<file path="config.mk">
export PLATFORM = sky130hd
export DESIGN_NAME = sdhost_irq_status
export DESIGN_NICKNAME = d
export VERILOG_FILES = /design/src/rtl/sdhirq_pkg.sv /design/src/rtl/sdhirq_sticky_bank.sv /design/src/rtl/sdhirq_live_sync.sv /design/src/rtl/sdhirq_irq_gate.sv /design/src/rtl/sdhost_irq_status.sv
export SDC_FILE = /design/constraint.sdc
export NUM_CORES = 1
export LEC_CHECK = 0
export ABC_AREA = 1
export ABC_CLOCK_PERIOD_IN_PS = 2450
export BUFFER_PORTS_ARGS = -buffer_cell sky130_fd_sc_hd__buf_2
export CAP_MARGIN = 15
export CORE_AREA = 2 2 66 68
export CTS_CLUSTER_SIZE = 40
export DETAILED_ROUTE_END_ITERATION = 7
export DIE_AREA = 0 0 68 70
export PLACE_DENSITY = 0.81
export SLEW_MARGIN = 20
export SYNTH_ARGS = -nofsm -noshare
export SYNTH_HDL_FRONTEND = slang
export SYNTH_SLANG_ARGS = --single-unit
</file>
<file path="constraint.sdc">
create_clock -name clk -period 2.45 [get_ports clk]
set_clock_uncertainty 0.05 [all_clocks]
set_input_delay 0.49 -clock clk [delete_from_list [all_inputs] [get_ports clk]]
set_output_delay 0.49 -clock clk [all_outputs]
set_load 0.01 [all_outputs]
</file>
<file path="src/rtl/sdhirq_pkg.sv">
package sdhirq_pkg;
  localparam int REG_W = 32;
  // sticky event positions: 31,30,14,13,12,11,5,3,2,1,0
  localparam logic [REG_W-1:0] STICKY_MASK = 32'hC000_782F;
  localparam logic [REG_W-1:0] ERR_MASK    = 32'h0000_002F;
  localparam logic [REG_W-1:0] IE_MASK     = 32'h0000_E01F;
  localparam int LIVE_N   = 3;
  localparam int LIVE_LO  = 6;   // bits 8:6 = {clk running, rd ready, wr ready}
  localparam int CODE_W   = 2;
  localparam int CODE_LO  = 9;
  localparam int WRCRC_B  = 2;
  localparam int IRQ_N    = 8;
  localparam int IE_POS [IRQ_N] = '{15, 14, 13, 4, 3, 2, 1, 0};
  localparam int ST_POS [IRQ_N] = '{31, 30, 14, 7, 6, 13, 12, 11};
endpackage

</file>
<file path="src/rtl/sdhirq_sticky_bank.sv">
module sdhirq_sticky_bank #(
  parameter int W = 32,
  parameter logic [W-1:0] MASK = '0
) (
  input  logic         clk,
  input  logic         rst,
  input  logic [W-1:0] ev,
  input  logic         clr_en,
  input  logic [W-1:0] clr_data,
  output logic [W-1:0] nxt,
  output logic [W-1:0] q
);
  logic unused_bits;
  assign unused_bits = ^{ev & ~MASK, clr_data & ~MASK};

  for (genvar i = 0; i < W; i++) begin : g_bit
    if (MASK[i]) begin : g_flag
      // a new event overrides a clear landing in the same cycle
      assign nxt[i] = ev[i] | (q[i] & ~(clr_en & clr_data[i]));
      always_ff @(posedge clk) begin
        if (rst) q[i] <= 1'b0;
        else     q[i] <= nxt[i];
      end
    end else begin : g_none
      assign nxt[i] = 1'b0;
      assign q[i]   = 1'b0;
    end
  end
endmodule

</file>
<file path="src/rtl/sdhirq_live_sync.sv">
module sdhirq_live_sync #(
  parameter int N = 3
) (
  input  logic         clk,
  input  logic         rst,
  input  logic [N-1:0] live_in,
  output logic [N-1:0] live_q
);
  always_ff @(posedge clk) begin
    if (rst) live_q <= '0;
    else     live_q <= live_in;
  end
endmodule

</file>
<file path="src/rtl/sdhirq_irq_gate.sv">
module sdhirq_irq_gate
  import sdhirq_pkg::*;
(
  input  logic             clk,
  input  logic             rst,
  input  logic [REG_W-1:0] status,
  input  logic [REG_W-1:0] enable,
  output logic             irq
);
  logic [IRQ_N-1:0] hit;
  logic unused_gate;
  assign unused_gate = ^{status, enable};

  for (genvar k = 0; k < IRQ_N; k++) begin : g_pair
    assign hit[k] = status[ST_POS[k]] & enable[IE_POS[k]];
  end

  always_ff @(posedge clk) begin
    if (rst) irq <= 1'b0;
    else     irq <= |hit;
  end
endmodule

</file>
<file path="src/rtl/sdhost_irq_status.sv">
module sdhost_irq_status
  import sdhirq_pkg::*;
(
  input  logic             clk,
  input  logic             rst,
  input  logic [REG_W-1:0] ev_pulse,
  input  logic [1:0]       wr_crc_code,
  input  logic             card_clk_running,
  input  logic             buf_rd_ready,
  input  logic             buf_wr_ready,
  input  logic             st_wr_en,
  input  logic [REG_W-1:0] st_wr_data,
  input  logic             ie_wr_en,
  input  logic [REG_W-1:0] ie_wr_data,
  output logic [REG_W-1:0] status_o,
  output logic [REG_W-1:0] ie_o,
  output logic             err_any_o,
  output logic             irq_o
);
  logic [REG_W-1:0]  flag_nxt, flag_q;
  logic [LIVE_N-1:0] live_q;
  logic [CODE_W-1:0] code_q;
  logic [REG_W-1:0]  ie_q;
  logic              err_q;

  sdhirq_sticky_bank #(.W(REG_W), .MASK(STICKY_MASK)) u_flags (
    .clk(clk), .rst(rst), .ev(ev_pulse), .clr_en(st_wr_en),
    .clr_data(st_wr_data), .nxt(flag_nxt), .q(flag_q)
  );

  sdhirq_live_sync #(.N(LIVE_N)) u_live (
    .clk(clk), .rst(rst),
    .live_in({card_clk_running, buf_rd_ready, buf_wr_ready}),
    .live_q(live_q)
  );

  // write completion code follows the write-CRC flag
  always_ff @(posedge clk) begin
    if (rst)                                   code_q <= '0;
    else if (ev_pulse[WRCRC_B])                code_q <= wr_crc_code;
    else if (st_wr_en && st_wr_data[WRCRC_B])  code_q <= '0;
  end

  always_ff @(posedge clk) begin
    if (rst)           ie_q <= '0;
    else if (ie_wr_en) ie_q <= ie_wr_data & IE_MASK;
  end

  // summary registered from next-state so it lines up with the flags
  always_ff @(posedge clk) begin
    if (rst) err_q <= 1'b0;
    else     err_q <= |(flag_nxt & ERR_MASK);
  end

  always_comb begin
    status_o = flag_q;
    status_o[CODE_LO +: CODE_W] = code_q;
    status_o[LIVE_LO +: LIVE_N] = live_q;
  end

  sdhirq_irq_gate u_gate (
    .clk(clk), .rst(rst), .status(status_o), .enable(ie_q), .irq(irq_o)
  );

  assign ie_o      = ie_q;
  assign err_any_o = err_q;
endmodule

</file>
==> flow_summary.yaml <==
outcome:
  status: "finished clean"
power_and_ir_drop:
  total_leakage_power_uw: 0.0008180
  p_seq_share_pct: 48.2
  p_sw_share_pct: 24.91
  p_clk_share_pct: 36.2
  power_density_nw_per_um2: 642.2
  p_comb_share_pct: 15.6
  ir_drop_mv: 0.4315
  switchingPower_uw: 240.6
  p_int_uw: 725.2
placed_design:
  numPortBuffers: 64
  dpl_worst_slack_ps: 902.0
  place.gp.congestion: 0.7300
  post-dp-hpwl_mm: 2.074
critical_path:
  regToRegEndpoint: "err_any_o"
  r2r_start: "u_flags.q[2]"
  path_cells: "buf_2"
  crit_path_start_kind: "flip-flop"
  endpoint_kind: "output port"
  critPathTopFamily: "flip-flops"
  critPathKind: "reg2out"
  r2r_setup_slack_ps: 1510
  path_buf_inv: 1
  critPathRequiredTime_ps: 1910
  ff2ff_path_depth: 4
  crit_fanout: 3
  slowest_stage: "dfxtp_1"
  cpPeakStageDelay_ps: 390
  cp.arrival_ps: 810
cells_and_area:
  drive_gt1_share_pct: 32.58
  fillers: 441
  regArea_um2: 520.5
  nets: 327
  multiInputGateArea_um2: 508.0
  diodes: 0
  syn_to_final_growth_pct: 22.03
clock_tree:
  ctsResizeCount: 0
  clk_pin_slew_ps: 90
  clk_latency_ps: 260
  cts_max_level: 1
  cts_setup_buffers: 0
  clockBufferDepth: 2
  tritoncts: "yes"
  cts_root_buf: "clkbuf_8"
  holdBufCountCts: 0
  cts_inserted_buffers: 3
  clkSinkCount: 26
yosys:
  synth_warnings: 0
  synth_top_family_by_area: "buffers and inverters"
  yosysMostFrequentCell: "buf_4"
  synth_edf_count: 0
  syn_area_um2: 1232
  synth_top_area_share_pct: 42.23
  muxShareOfSynthArea_pct: 0
  ys_ff_latch: 26
  synth_flop_cell: "dfxtp_1"
  async_flop_share_pct: 0
  synth-simple-area-share_pct: 19.29
  synthAdderAreaFrac_pct: 0
  yosys.area_share.xor_xnor_pct: 0
  synth.distinct_cells: 12
  synthTopCellsByCount: "buf_4 (40), nand2_1 (38), dfxtp_1 (26), nor2_1 (18), a21oi_1 (17)"
  ys_seq_area_share_pct: 42.23
  synth_area_leaders: "dfxtp_1 (42%), buf_4 (24%), nand2_1 (12%), a21oi_1 (6.9%), nor2_1 (5.5%)"
  yosysTopAreaCell: "dfxtp_1"
  syn_inst: 159
  synth-compound-area-share_pct: 9.746
  avgSynthCellArea_um2: 7.751
floorplan:
  die_h_um: 70
  initial_core_util_pct: 29.74
  rows: 24
  die_w_um: 68
  die_area_um2: 4760
  boundaryPins: 171
  core-area_um2: 4144
route:
  viasPerCell: 3.982
  antenna_left: 0
  drc: 0
  vias: 1087
  drt_pass1_iterations: 3
  drt-total-wl_mm: 2.557
  wl_per_cell_um: 9.366
  drtIter0Drc: 21
min_path:
  hp-class: "in2reg"
  whs_endpoint: "u_live.live_q[1]"
  worstHoldStart: "buf_rd_ready"
  worstHoldPathCells: 3
grt:
  globalRouteOverflowTotal: 0
  grt.met3_usage_pct: 4.509
  top_usage_layer: "met2"
  grt_antenna_before_repair: 0
  grt_max_degree: 27
  grt_first_pass_wirelength_mm: 3.884
  use_met2_pct: 16.94
  track_usage_pct: 10.63
  grt_pass1_vias: 883
  use_met1_pct: 13.64
timing:
  setup_tns_ps: 0
  fin_crit_ps: 1353
  fmax_mhz: 739.0
  worst_slack_ps: 1097
  final_hold_viol_count: 0
  report.final.slew_viol_count: 0
  rsz0062_at_grt: "false"
  setup_violations: 0
  min_period_over_period_pct: 55.23
flow_run:
  drv_cap: 0
-- sequential cells by signal, indices dropped and copies added (netlist names) --
register,count
u_live.live_q,3
code_q,2
u_flags.q,11
u_gate.irq,1
ie_o,8
err_any_o,1
-- layout by cell type (no fill, tap or decap), drive strengths merged --
cell and n:
nand2 38, nand3 3, a21oi 21, conb 40, nor2 18, nand4 2, buf 64, clkbuf 3
bufinv 1, inv 5, dfxtp 26
-- power by group through the flow --
stage	combinational, uW	clock [uW]	sequential [uW]
finish	150	349	466
global route	172	386	470
CTS	152	366	467
detailed placement	152	0	476
global placement	148	0	475
floorplan	122	0	487
-- routing by layer --
metal / vias to the layer above / routed length [um]
met5: - / 0
met4: 0 / 8
met3: 2 / 290
met2: 68 / 1111
met1: 472 / 1145
li1: 545 / -
-- area by class of cell --
class,instances,share of cell area (%)
sequential,26,34.61
multi-input combinational,122,33.78
timing repair buffer,64,21.30
tap,52,4.326
clock buffer,3,2.745
clock inverter,1,1.997
inverter,5,1.248
-- how the worst max path moves through the flow --
stage                              from           end  slack (ps)  cells past startpoint
after floorplan                st_wr_en     err_any_o        1320                      6
after global placement         st_wr_en     err_any_o         950                      6
after detailed placement       st_wr_en     err_any_o         900                      6
after CTS                 u_flags.q[30]  status_o[30]        1060                      1
after global routing      u_flags.q[30]  status_o[30]        1040                      1
final                     u_flags.q[30]  status_o[30]        1100                      1
-- cell families after synthesis --
family          Yosys count
buf+inv                  50
simple gates             61
flops                    26
other cells               1
compound gates           21
-- through the flow --
step | hold WS [ps] | instances | instance area [um^2] | power (uW) | util, %
floorplan | 447.5 | 198 | 1379 | 609.0 | -
global placement | 411.9 | 269 | 1433 | 623.4 | 34.57
detailed placement | 420.5 | 269 | 1433 | 627.9 | 34.57
CTS | 360.5 | 273 | 1504 | 984.2 | 36.29
global route | 363.9 | 273 | 1504 | 1027 | 36.29
finish | 368.0 | 273 | 1504 | 965.8 | 36.29
Note: power is estimated with default switching activity, not from simulation.
